[src/rtl/brx_pkg.sv]
// Shared encodings and decode record for the delay-slot branch resolver.
// Assumes the classic 32-bit word: major opcode in bits 31:26, second
// register / sub-opcode in bits 20:16.
package brx_pkg;

    localparam logic [5:0] OPC_REGIMM = 6'h01;
    localparam logic [5:0] OPC_J      = 6'h02;
    localparam logic [5:0] OPC_JAL    = 6'h03;
    localparam logic [5:0] OPC_EQ     = 6'h04;
    localparam logic [5:0] OPC_NE     = 6'h05;
    localparam logic [5:0] OPC_LEZ    = 6'h06;
    localparam logic [5:0] OPC_GTZ    = 6'h07;
    localparam logic [5:0] OPC_EQ_L   = 6'h14;
    localparam logic [5:0] OPC_NE_L   = 6'h15;
    localparam logic [5:0] OPC_LEZ_L  = 6'h16;
    localparam logic [5:0] OPC_GTZ_L  = 6'h17;

    localparam logic [4:0] SUB_GEZ     = 5'h01;
    localparam logic [4:0] SUB_GEZ_L   = 5'h03;
    localparam logic [4:0] SUB_GEZ_K   = 5'h11;
    localparam logic [4:0] SUB_GEZ_K_L = 5'h13;

    typedef enum logic [2:0] {
        CND_EQ,
        CND_NE,
        CND_LEZ,
        CND_GTZ,
        CND_GEZ,
        CND_ALWAYS
    } cond_e;

    typedef struct packed {
        logic  is_br;    // branch or jump of any kind
        logic  likely;   // fall-through kills the delay slot
        logic  link;     // writes the return address
        logic  region;   // destination from the 26-bit index
        cond_e cond;     // condition to evaluate
    } br_info_t;

endpackage

[src/rtl/brx_decode.sv]
// Classifies an instruction word as a branch or jump and extracts its
// condition, likely, link and region attributes. Purely combinational;
// assumes only the opcode and sub-opcode fields matter for the decision.
module brx_decode
    import brx_pkg::*;
(
    input  logic [5:0] opcode,
    input  logic [4:0] subop,
    output br_info_t   info
);

    // Map opcode/sub-opcode to a branch description.
    always_comb begin
        info = '{is_br: 1'b0, likely: 1'b0, link: 1'b0, region: 1'b0, cond: CND_ALWAYS};
        unique case (opcode)
            OPC_J:     begin info.is_br = 1'b1; info.region = 1'b1; end
            OPC_JAL:   begin info.is_br = 1'b1; info.region = 1'b1; info.link = 1'b1; end
            OPC_EQ:    begin info.is_br = 1'b1; info.cond = CND_EQ;  end
            OPC_NE:    begin info.is_br = 1'b1; info.cond = CND_NE;  end
            OPC_LEZ:   begin info.is_br = 1'b1; info.cond = CND_LEZ; end
            OPC_GTZ:   begin info.is_br = 1'b1; info.cond = CND_GTZ; end
            OPC_EQ_L:  begin info.is_br = 1'b1; info.cond = CND_EQ;  info.likely = 1'b1; end
            OPC_NE_L:  begin info.is_br = 1'b1; info.cond = CND_NE;  info.likely = 1'b1; end
            OPC_LEZ_L: begin info.is_br = 1'b1; info.cond = CND_LEZ; info.likely = 1'b1; end
            OPC_GTZ_L: begin info.is_br = 1'b1; info.cond = CND_GTZ; info.likely = 1'b1; end
            OPC_REGIMM: begin
                unique case (subop)
                    SUB_GEZ:     begin info.is_br = 1'b1; info.cond = CND_GEZ; end
                    SUB_GEZ_L:   begin info.is_br = 1'b1; info.cond = CND_GEZ; info.likely = 1'b1; end
                    SUB_GEZ_K:   begin info.is_br = 1'b1; info.cond = CND_GEZ; info.link = 1'b1; end
                    SUB_GEZ_K_L: begin
                        info.is_br  = 1'b1;
                        info.cond   = CND_GEZ;
                        info.link   = 1'b1;
                        info.likely = 1'b1;
                    end
                    default: ;
                endcase
            end
            default: ;
        endcase
    end

endmodule

[src/rtl/brx_cond.sv]
// Evaluates a branch condition on full-width register values.
// Assumes two's-complement signed interpretation for the sign tests.
module brx_cond
    import brx_pkg::*;
#(
    parameter int XLEN = 64
) (
    input  cond_e           cond,
    input  logic [XLEN-1:0] a,
    input  logic [XLEN-1:0] b,
    output logic            taken
);

    logic neg;
    logic zero;

    // Sign and zero flags of the first operand.
    always_comb begin
        neg  = a[XLEN-1];
        zero = (a == '0);
    end

    // Select the outcome for the requested test.
    always_comb begin
        unique case (cond)
            CND_EQ:  taken = (a == b);
            CND_NE:  taken = (a != b);
            CND_LEZ: taken = neg | zero;
            CND_GTZ: taken = ~neg & ~zero;
            CND_GEZ: taken = ~neg;
            default: taken = 1'b1;
        endcase
    end

endmodule

[src/rtl/brx_target.sv]
// Forms the relative and region destinations and the sequential address
// two words ahead (used as fall-through and return address).
// Assumes 4-byte instruction words.
module brx_target #(
    parameter int XLEN  = 64,
    parameter int OFF_W = 16,
    parameter int IDX_W = 26
) (
    input  logic [XLEN-1:0]  pc,
    input  logic [IDX_W-1:0] field,
    input  logic             region,
    output logic [XLEN-1:0]  target,
    output logic [XLEN-1:0]  seq8
);

    localparam int REG_LSB = IDX_W + 2;

    logic [XLEN-1:0] seq4;
    logic [XLEN-1:0] rel_off;
    logic [XLEN-1:0] rel_tgt;
    logic [XLEN-1:0] reg_tgt;

    // Sequential addresses after the branch and after its slot.
    always_comb begin
        seq4 = pc + XLEN'(4);
        seq8 = pc + XLEN'(8);
    end

    // Word offset sign-extended and scaled to bytes; region splice.
    always_comb begin
        rel_off = {{(XLEN-OFF_W-2){field[OFF_W-1]}}, field[OFF_W-1:0], 2'b00};
        rel_tgt = seq4 + rel_off;
        reg_tgt = {seq4[XLEN-1:REG_LSB], field, 2'b00};
    end

    // Pick the form the instruction asks for.
    always_comb begin
        target = region ? reg_tgt : rel_tgt;
    end

endmodule

[src/rtl/brx_unit.sv]
// Delay-slot branch resolver top. Accepts one instruction per valid
// cycle, resolves branches and jumps, and sequences the single delay
// slot: redirect after the slot, kill pulse for a failed likely branch,
// fault for a branch found in a slot. All outputs are registered pulses
// except the data buses, which hold their last value.
module brx_unit
    import brx_pkg::*;
#(
    parameter int XLEN  = 64,
    parameter int IW    = 32,
    parameter int OFF_W = 16,
    parameter int IDX_W = 26
) (
    input  logic            clk,
    input  logic            rst_n,
    input  logic            in_valid,
    input  logic [XLEN-1:0] in_pc,
    input  logic [IW-1:0]   in_instr,
    input  logic [XLEN-1:0] in_rs,
    input  logic [XLEN-1:0] in_rt,
    output logic            redir_valid,
    output logic [XLEN-1:0] redir_target,
    output logic            link_we,
    output logic [XLEN-1:0] link_data,
    output logic            slot_kill,
    output logic            branch_fault
);

    br_info_t        info;
    logic            taken;
    logic [XLEN-1:0] tgt;
    logic [XLEN-1:0] seq8;

    logic            in_slot_q;
    logic            skip_q;
    logic [XLEN-1:0] pend_q;

    brx_decode u_dec (
        .opcode (in_instr[IW-1:IW-6]),
        .subop  (in_instr[20:16]),
        .info   (info)
    );

    brx_cond #(.XLEN(XLEN)) u_cond (
        .cond  (info.cond),
        .a     (in_rs),
        .b     (in_rt),
        .taken (taken)
    );

    brx_target #(.XLEN(XLEN), .OFF_W(OFF_W), .IDX_W(IDX_W)) u_tgt (
        .pc     (in_pc),
        .field  (in_instr[IDX_W-1:0]),
        .region (info.region),
        .target (tgt),
        .seq8   (seq8)
    );

    // Slot sequencing state and pending destination.
    always_ff @(posedge clk) begin
        if (!rst_n) begin
            in_slot_q <= 1'b0;
            skip_q    <= 1'b0;
            pend_q    <= '0;
        end else if (in_valid) begin
            if (skip_q) begin
                skip_q <= 1'b0;
            end else if (in_slot_q) begin
                in_slot_q <= 1'b0;
            end else if (info.is_br) begin
                if (info.likely && !taken) begin
                    skip_q <= 1'b1;
                end else begin
                    in_slot_q <= 1'b1;
                    pend_q    <= taken ? tgt : seq8;
                end
            end
        end
    end

    // One-cycle result pulses and their data.
    always_ff @(posedge clk) begin
        if (!rst_n) begin
            redir_valid  <= 1'b0;
            redir_target <= '0;
            link_we      <= 1'b0;
            link_data    <= '0;
            slot_kill    <= 1'b0;
            branch_fault <= 1'b0;
        end else begin
            redir_valid  <= 1'b0;
            link_we      <= 1'b0;
            slot_kill    <= 1'b0;
            branch_fault <= 1'b0;
            if (in_valid && !skip_q) begin
                if (in_slot_q) begin
                    redir_valid  <= 1'b1;
                    redir_target <= pend_q;
                    branch_fault <= info.is_br;
                end else if (info.is_br) begin
                    link_we   <= info.link;
                    slot_kill <= info.likely & ~taken;
                    if (info.link) begin
                        link_data <= seq8;
                    end
                end
            end
        end
    end

endmodule


[config.mk]
export PLATFORM = sky130hd
export DESIGN_NAME = brx_unit
export DESIGN_NICKNAME = d
export VERILOG_FILES = /design/src/rtl/brx_pkg.sv /design/src/rtl/brx_decode.sv /design/src/rtl/brx_cond.sv /design/src/rtl/brx_target.sv /design/src/rtl/brx_unit.sv
export SDC_FILE = /design/constraint.sdc
export NUM_CORES = 1
export LEC_CHECK = 0
export ABC_CLOCK_PERIOD_IN_PS = 4900
export BUFFER_PORTS_ARGS = -buffer_cell sky130_fd_sc_hd__buf_2
export CORE_MARGIN = 4
export CORE_UTILIZATION = 49
export CTS_BUF_LIST = sky130_fd_sc_hd__clkbuf_4 sky130_fd_sc_hd__clkbuf_8
export DETAILED_ROUTE_END_ITERATION = 12
export PLACE_DENSITY_LB_ADDON = 0.15
export SLEW_MARGIN = 20
export SYNTH_ARGS = -nofsm -noshare
export SYNTH_HDL_FRONTEND = slang
export SYNTH_SLANG_ARGS = --single-unit
[constraint.sdc]
create_clock -name clk -period 4.9 [get_ports clk]
set_input_delay 0.245 -clock clk [delete_from_list [all_inputs] [get_ports clk]]
set_output_delay 0.245 -clock clk [all_outputs]
set_load 0.05 [all_outputs]
==> flow_metrics.py, run 1 <==
metrics = {
    "outcome": {
        "outcome": "complete, no violations",
    },
    "place": {
        "dp_hpwl_um": 54300,
        "port_buffers": 358,
        "dp_slack_ps": -125,
        "routabilityCongestion": 1.07,
        "placedInstanceArea_sq_um": 18100,
    },
    "yosys": {
        "netlist_area_sq_um": 15000,
        "async_reset_ff_share_pct": 0,
        "seq_area_frac_synth_pct": 26.4,
        "synth_edf_count": 0,
        "yosysWarnings": 0,
        "yosys.area_share.simple_pct": 25.5,
        "synth_top_family_by_area": "simple AND/OR/NAND/NOR gates",
        "synthesis.nets": 2338,
        "synth.avg_cell_area_sq_um": 7.39,
        "synth-seq-cells": 198,
        "synth-main-ff-cell": "dfxtp_1",
        "synth_xor_area_share_pct": 13.6,
        "synth_adder_area_share_pct": 6.46,
        "synth_compound_area_share_pct": 22.6,
        "syn_inst": 2034,
        "synthMuxAreaShare_pct": 1.20,
        "ys_types": 81,
    },
    "power": {
        "power_switching_mw": 1.49,
        "powerDensity_nw_per_um2": 225,
        "cellLeakagePower_nw": 7.97,
        "ir_drop_v": 0.000207,
        "pwr-share-clk_pct": 28.6,
        "p_comb_share_pct": 32.0,
        "intPower_mw": 2.70,
        "pwr-share-seq_pct": 39.4,
        "netSwitchingFraction_pct": 35.5,
        "totalPowerFinal_mw": 4.19,
    },
    "clock_network": {
        "htree_levels": 4,
        "cts_tree": "built",
        "cts_resized": 0,
        "clk_path_buf_depth": 2,
        "cts_hold_buf": 1,
        "clk_latency_ps": 500,
        "path_clk_slew_ps": 110,
        "cts_buffers": 17,
        "cts_sinks": 198,
        "ctsRootBufferMaster": "clkbuf_8",
        "postCtsSetupBuffers": 0,
    },
    "sta": {
        "period_share_pct": 94.7,
        "finalHoldViolations": 0,
        "setup_violations": 0,
        "tightest_slew_ps": 1030,
        "finClkSkew_ps": 21.8,
        "timing.fmax_mhz": 215,
        "postLayoutSetupSlackWorst_ps": 259,
        "setup_tns_ps": 0,
        "slew_headroom_pct": 31.4,
        "rsz0062_at_grt": "no",
        "finalMaxSlewViolations": 0,
        "period_minus_slack_ps": 4640,
    },
    "setup_path": {
        "worst-r2r-setup-slack_ps": 2240,
        "crit_end": "pend_q[61]",
        "setup.worst_path.class": "input port to flop",
        "worstReg2RegEnd": "pend_q[58]",
        "arrival_ps": 5040,
        "critPathMaxFanout": 6,
        "endpoint_kind": "flop",
        "cp-startpoint": "in_pc[3]",
        "rr_worst_depth": 7,
        "critPathRequiredTime_ps": 5290,
        "cp-start-kind": "input port",
        "timing.rr.start": "skip_q",
    },
    "die": {
        "dieWidth_um": 183,
        "rows": 63,
        "coreArea_sq_um": 30000,
        "initial_utilization_pct": 50.2,
        "die_y_um": 183,
        "ios": 359,
        "dieArea_sq_um": 33500,
    },
    "final_layout": {
        "final_util_pct": 62.2,
        "n_fill_cell": 2890,
        "area_growth_pct": 23.9,
        "regArea_sq_um": 3960,
        "final_cell_mix": "buf_2 (358), nand2_1 (352), dfxtp_1 (198)",
        "drive_above_1_share_pct": 24.1,
        "design_area_sq_um": 18600,
        "multi_input_area_sq_um": 10500,
        "final_common_cell": "buf_2",
        "final_nets": 2760,
    },
    "drt": {
        "wl_per_cell_um": 23.4,
        "initialDrtViolationCount": 2256,
        "via_count": 17400,
        "drc": 0,
        "via_per_inst": 6.10,
        "postRouteAntennaNets": 0,
        "drt_pass1_iterations": 6,
        "drt-total-wl_um": 66900,
    },
    "global_route": {
        "grt_use_met1_pct": 56.1,
        "grt_pass1_vias": 15800,
        "grt.met3_usage_pct": 7.75,
        "grt_max_degree": 80,
        "grt_pass1_wl_um": 98500,
        "grt.busiest_layer": "met1",
        "use_met2_pct": 55.7,
        "grtUsageTotal_pct": 38.0,
        "antenna_found_initial": 3,
        "grt-ovfl-total": 0,
    },
    "job": {
        "maxCapViolCount": 0,
    },
    "worst_hold_path": {
        "hp-class": "input port to flop",
    },
}
[cell usage after synthesis (all sizes together), types with 25 or more instances]
master  instances  area [sq um]
a211oi         59           443
a21o           51           383
a21oi         187           936
a31oi          25           156
buf            41           195
clkbuf         93           352
dfxtp         198          3960
ha             76           951
nand2         355          1340
nand3          73           370
nand4          50           313
nor2          172           646
nor3           34           196
nor4           41           293
o21ai          80           404
xnor2         130          1140
xor2          103           902
[stage by stage]
step           cells  hold slack, ps
2_1_floorplan   2034             341
3_3_place_gp    2826             436
3_5_place_dp    2826             443
4_1_cts         2859            19.9
5_1_grt         2862            46.2
6_report        2862            43.3
[registers in the layout, summed over array words and instances (netlist names)]
register,flops
link_data,64
redir_target,64
skip_q,1
redir_valid,1
slot_kill,1
in_slot_q,1
link_we,1
branch_fault,1
pend_q,64
[how the worst min path moves through the flow]
stage / startpoint / to / slack, ps / cells past startpoint
after floorplan: in_pc[3] / link_data[3] / 340 / 1
after global placement: pend_q[33] / redir_target[33] / 440 / 2
after detailed placement: pend_q[44] / redir_target[44] / 440 / 2
after CTS: in_pc[1] / pend_q[1] / 20 / 3
after global routing: in_pc[1] / link_data[1] / 50 / 3
final: in_pc[1] / pend_q[1] / 40 / 3
[cells by family (layout without fill, tap and decap cells)]
| kind of cell | count (synthesis) | count (layout) |
|---|---|---|
| xor+xnor | 233 | 233 |
| fa+ha+maj | 77 | 77 |
| buf+inv | 157 | 592 |
| other cells | 0 | 3 |
| compound gates | 530 | 530 |
| simple gates | 821 | 821 |
| flops | 198 | 198 |
| mux | 18 | 18 |
[worst max-delay path, stage by stage]
cell and delay, ps:
buf_2 120, ha_1 190, nand3_1 140, or3_1 470
nor3_4 400, nand2_1 130, nor2_1 190, xor2_1 100
ha_1 430, nand2_1 110, or3_1 310, nor3_1 250
nand4_1 170, o2111ai_1 350, nand3_1 220, o32ai_2 360
a31oi_1 210, o31a_1 340, a221o_1 290
[power groups by stage]
| stage | Sequential (mW) | Combinational [mW] | Clock [mW] |
|---|---|---|---|
| after floorplan | 1.69 | 0.724 | 0 |
| after global placement | 1.69 | 1.28 | 0 |
| after detailed placement | 1.69 | 1.29 | 0 |
| after CTS | 1.65 | 1.29 | 1.20 |
| after global routing | 1.65 | 1.43 | 1.28 |
| final | 1.65 | 1.34 | 1.20 |
[routing by layer]
layer / up-vias / part of all wire [%] / wire length, um
li1: 8119 / - / -
met1: 8153 / 43 / 28900
met2: 1067 / 42 / 28200
met3: 110 / 12 / 7780
met4: 0 / 3.2 / 2160
met5: - / 0 / 0
[area by class of cell]
class	count	share of cell area [%]
clock buffers	17	1.26
diodes	3	0.0403
flip-flops and latches	198	21.3
inverters	23	0.477
clock inverters	15	1.26
multi-input cells	1679	56.2
repair buffers	537	16.9
well taps	390	2.62
(Power assumes the default switching activity.)
==> run 2: changes to the inputs <==
--- a/config.mk
+++ b/config.mk
@@ -12,6 +12,7 @@
 export CTS_BUF_LIST = sky130_fd_sc_hd__clkbuf_4 sky130_fd_sc_hd__clkbuf_8
 export DETAILED_ROUTE_END_ITERATION = 12
 export PLACE_DENSITY_LB_ADDON = 0.15
+export RECOVER_POWER = 50
 export SLEW_MARGIN = 20
 export SYNTH_ARGS = -nofsm -noshare
 export SYNTH_HDL_FRONTEND = slang
==> run 2 against run 1 <==
Effect of this change:
- sequential share of layout area is 0.20 points higher
- combinational power hardly changed
- sequential power hardly changed
- sequential cell count stayed put
- clock skew hardly changed
- maximum frequency is 0.25% higher
- non-clock buffer count stayed put
- register-to-register slack worse by 250 ps
- highest routed layer unchanged
==> flow_metrics.py, run 2 (same netlist as run 1, synthesis figures left out) <==
metrics = {
    "outcome": {
        "outcome": "complete, no violations",
    },
    "clock_network": {
        "cts_sinks": 198,
        "cts_resized": 0,
        "cts_buffers": 17,
        "cts_tree": "built",
        "clk_latency_ps": 490,
        "path_clk_slew_ps": 100,
        "clk_path_buf_depth": 2,
        "htree_levels": 4,
        "ctsRootBufferMaster": "clkbuf_8",
    },
    "job": {
        "maxCapViolCount": 0,
    },
    "sta": {
        "timing.fmax_mhz": 216,
        "period_minus_slack_ps": 4630,
        "period_share_pct": 94.5,
        "slew_headroom_pct": 1.17,
        "finalMaxSlewViolations": 0,
        "setup_violations": 0,
        "finalHoldViolations": 0,
        "finClkSkew_ps": 21.7,
        "tightest_slew_ps": 1480,
        "rsz0062_at_grt": "no",
    },
    "die": {
        "initial_utilization_pct": 50.2,
        "rows": 63,
        "die_y_um": 183,
        "dieArea_sq_um": 33500,
        "ios": 359,
        "dieWidth_um": 183,
        "coreArea_sq_um": 30000,
    },
    "global_route": {
        "grt-ovfl-total": 0,
        "grt_pass1_vias": 15800,
        "antenna_found_initial": 3,
        "grtUsageTotal_pct": 38.0,
        "grt_max_degree": 80,
        "grt_pass1_wl_um": 98500,
    },
    "power": {
        "cellLeakagePower_nw": 7.39,
        "netSwitchingFraction_pct": 35.6,
        "ir_drop_v": 0.000211,
        "power_switching_mw": 1.49,
        "intPower_mw": 2.70,
        "powerDensity_nw_per_um2": 227,
        "totalPowerFinal_mw": 4.19,
        "p_comb_share_pct": 32.0,
        "pwr-share-seq_pct": 39.4,
        "pwr-share-clk_pct": 28.6,
    },
    "final_layout": {
        "reg_top3": "link_data x64, pend_q x64, redir_target x64",
        "final_util_pct": 61.6,
        "stdcell_count": 2862,
        "final_common_cell": "nand2_1",
        "n_fill_cell": 2970,
        "drive_above_1_share_pct": 18.7,
        "area_growth_pct": 22.8,
        "final_nets": 2760,
        "final_cell_mix": "nand2_1 (353), buf_2 (226), dfxtp_1 (198)",
    },
    "setup_path": {
        "cp-startpoint": "in_pc[3]",
        "critPathMaxFanout": 7,
        "cp-start-kind": "input port",
        "critPathRequiredTime_ps": 5290,
        "setup.worst_path.class": "input port to flop",
        "arrival_ps": 5010,
        "timing.rr.start": "skip_q",
        "endpoint_kind": "flop",
    },
    "drt": {
        "wl_per_cell_um": 23.5,
        "drt_pass1_iterations": 6,
        "initialDrtViolationCount": 2162,
        "drc": 0,
        "via_count": 17600,
        "postRouteAntennaNets": 0,
        "drt-total-wl_um": 67100,
        "via_per_inst": 6.13,
    },
    "place": {
        "placed_cells": 2826,
        "port_buffers": 358,
        "dp_hpwl_um": 54300,
        "routabilityCongestion": 1.07,
    },
    "worst_hold_path": {
        "hp-start": "in_pc[1]",
        "hp-class": "input port to flop",
    },
}
==> run 2: cell types whose count changed in the layout (fill, tap and decap cells not counted), sizes merged <==
cell	change
buf	-133
clkbuf	+133
==> run 2: final cells by class <==
type                    count  area, sq um  area share, %
clock buffers              17          234           1.27
well taps                 390          488           2.64
diodes                      3         7.51         0.0407
clock inverters            15          234           1.27
flip-flops and latches    198         3960           21.5
repair buffers            537         2980           16.2
inverters                  23         88.8          0.481
multi-input cells        1679        10500           56.7
==> run 2: path summary, 6_finish.rpt <==
kind / endpoint / slack [ps] / depth (start not counted)
min: pend_q[1] / 50 / 3
max reg2reg: redir_target[29] / 1990 / 5
min reg2reg: redir_target[36] / 450 / 2
max: pend_q[63] / 270 / 21
==> run 2: repair_timing <==
action	in CTS	in global routing
endpoints found under the setup margin	0	0
hold endpoints to repair	2	0
hold buffers	1	0
buffers inserted	0	0
==> run 2: critical path, cell delays in order <==
cell	delay, ps
buf_2	130
ha_1	190
nand3_1	150
or3_1	480
nor3_4	400
and3_1	240
buf_4	180
nand2_1	80
xnor2_1	400
ha_1	350
nand2_1	190
o21ai_0	160
a21oi_1	180
o21ai_0	100
a221oi_1	420
buf_4	210
nand3_1	190
nor2_1	210
nand4b_1	140
a21boi_0	110
o31ai_1	260
==> run 2: power groups by stage <==
stage          combinational, mW  sequential [mW]  clock, mW
6_report                    1.34             1.65       1.20
3_3_place_gp                1.28             1.69          0
3_5_place_dp                1.29             1.69          0
2_1_floorplan              0.724             1.69          0
4_1_cts                     1.29             1.65       1.20
5_1_grt                     1.43             1.65       1.28
==> run 2: routing by layer <==
metal	routed length (um)	global-route usage, %	vias to the layer above
met2	28300	55.7	1059
met1	28900	56.1	8252
met5	0	0	-
li1	-	-	8117
met4	2150	11.7	0
met3	7790	7.75	123
==> run 2: per-stage QoR <==
step	setup slack [ps]	area [sq um]	hold WS, ps	TNS [ps]
after floorplan	349	15000	341	0
after global placement	50.4	18100	436	0
after detailed placement	-125	18100	443	-200
after CTS	400	18600	19.9	0
after global routing	26.6	18500	46.2	0
final	270	18500	46.3	0
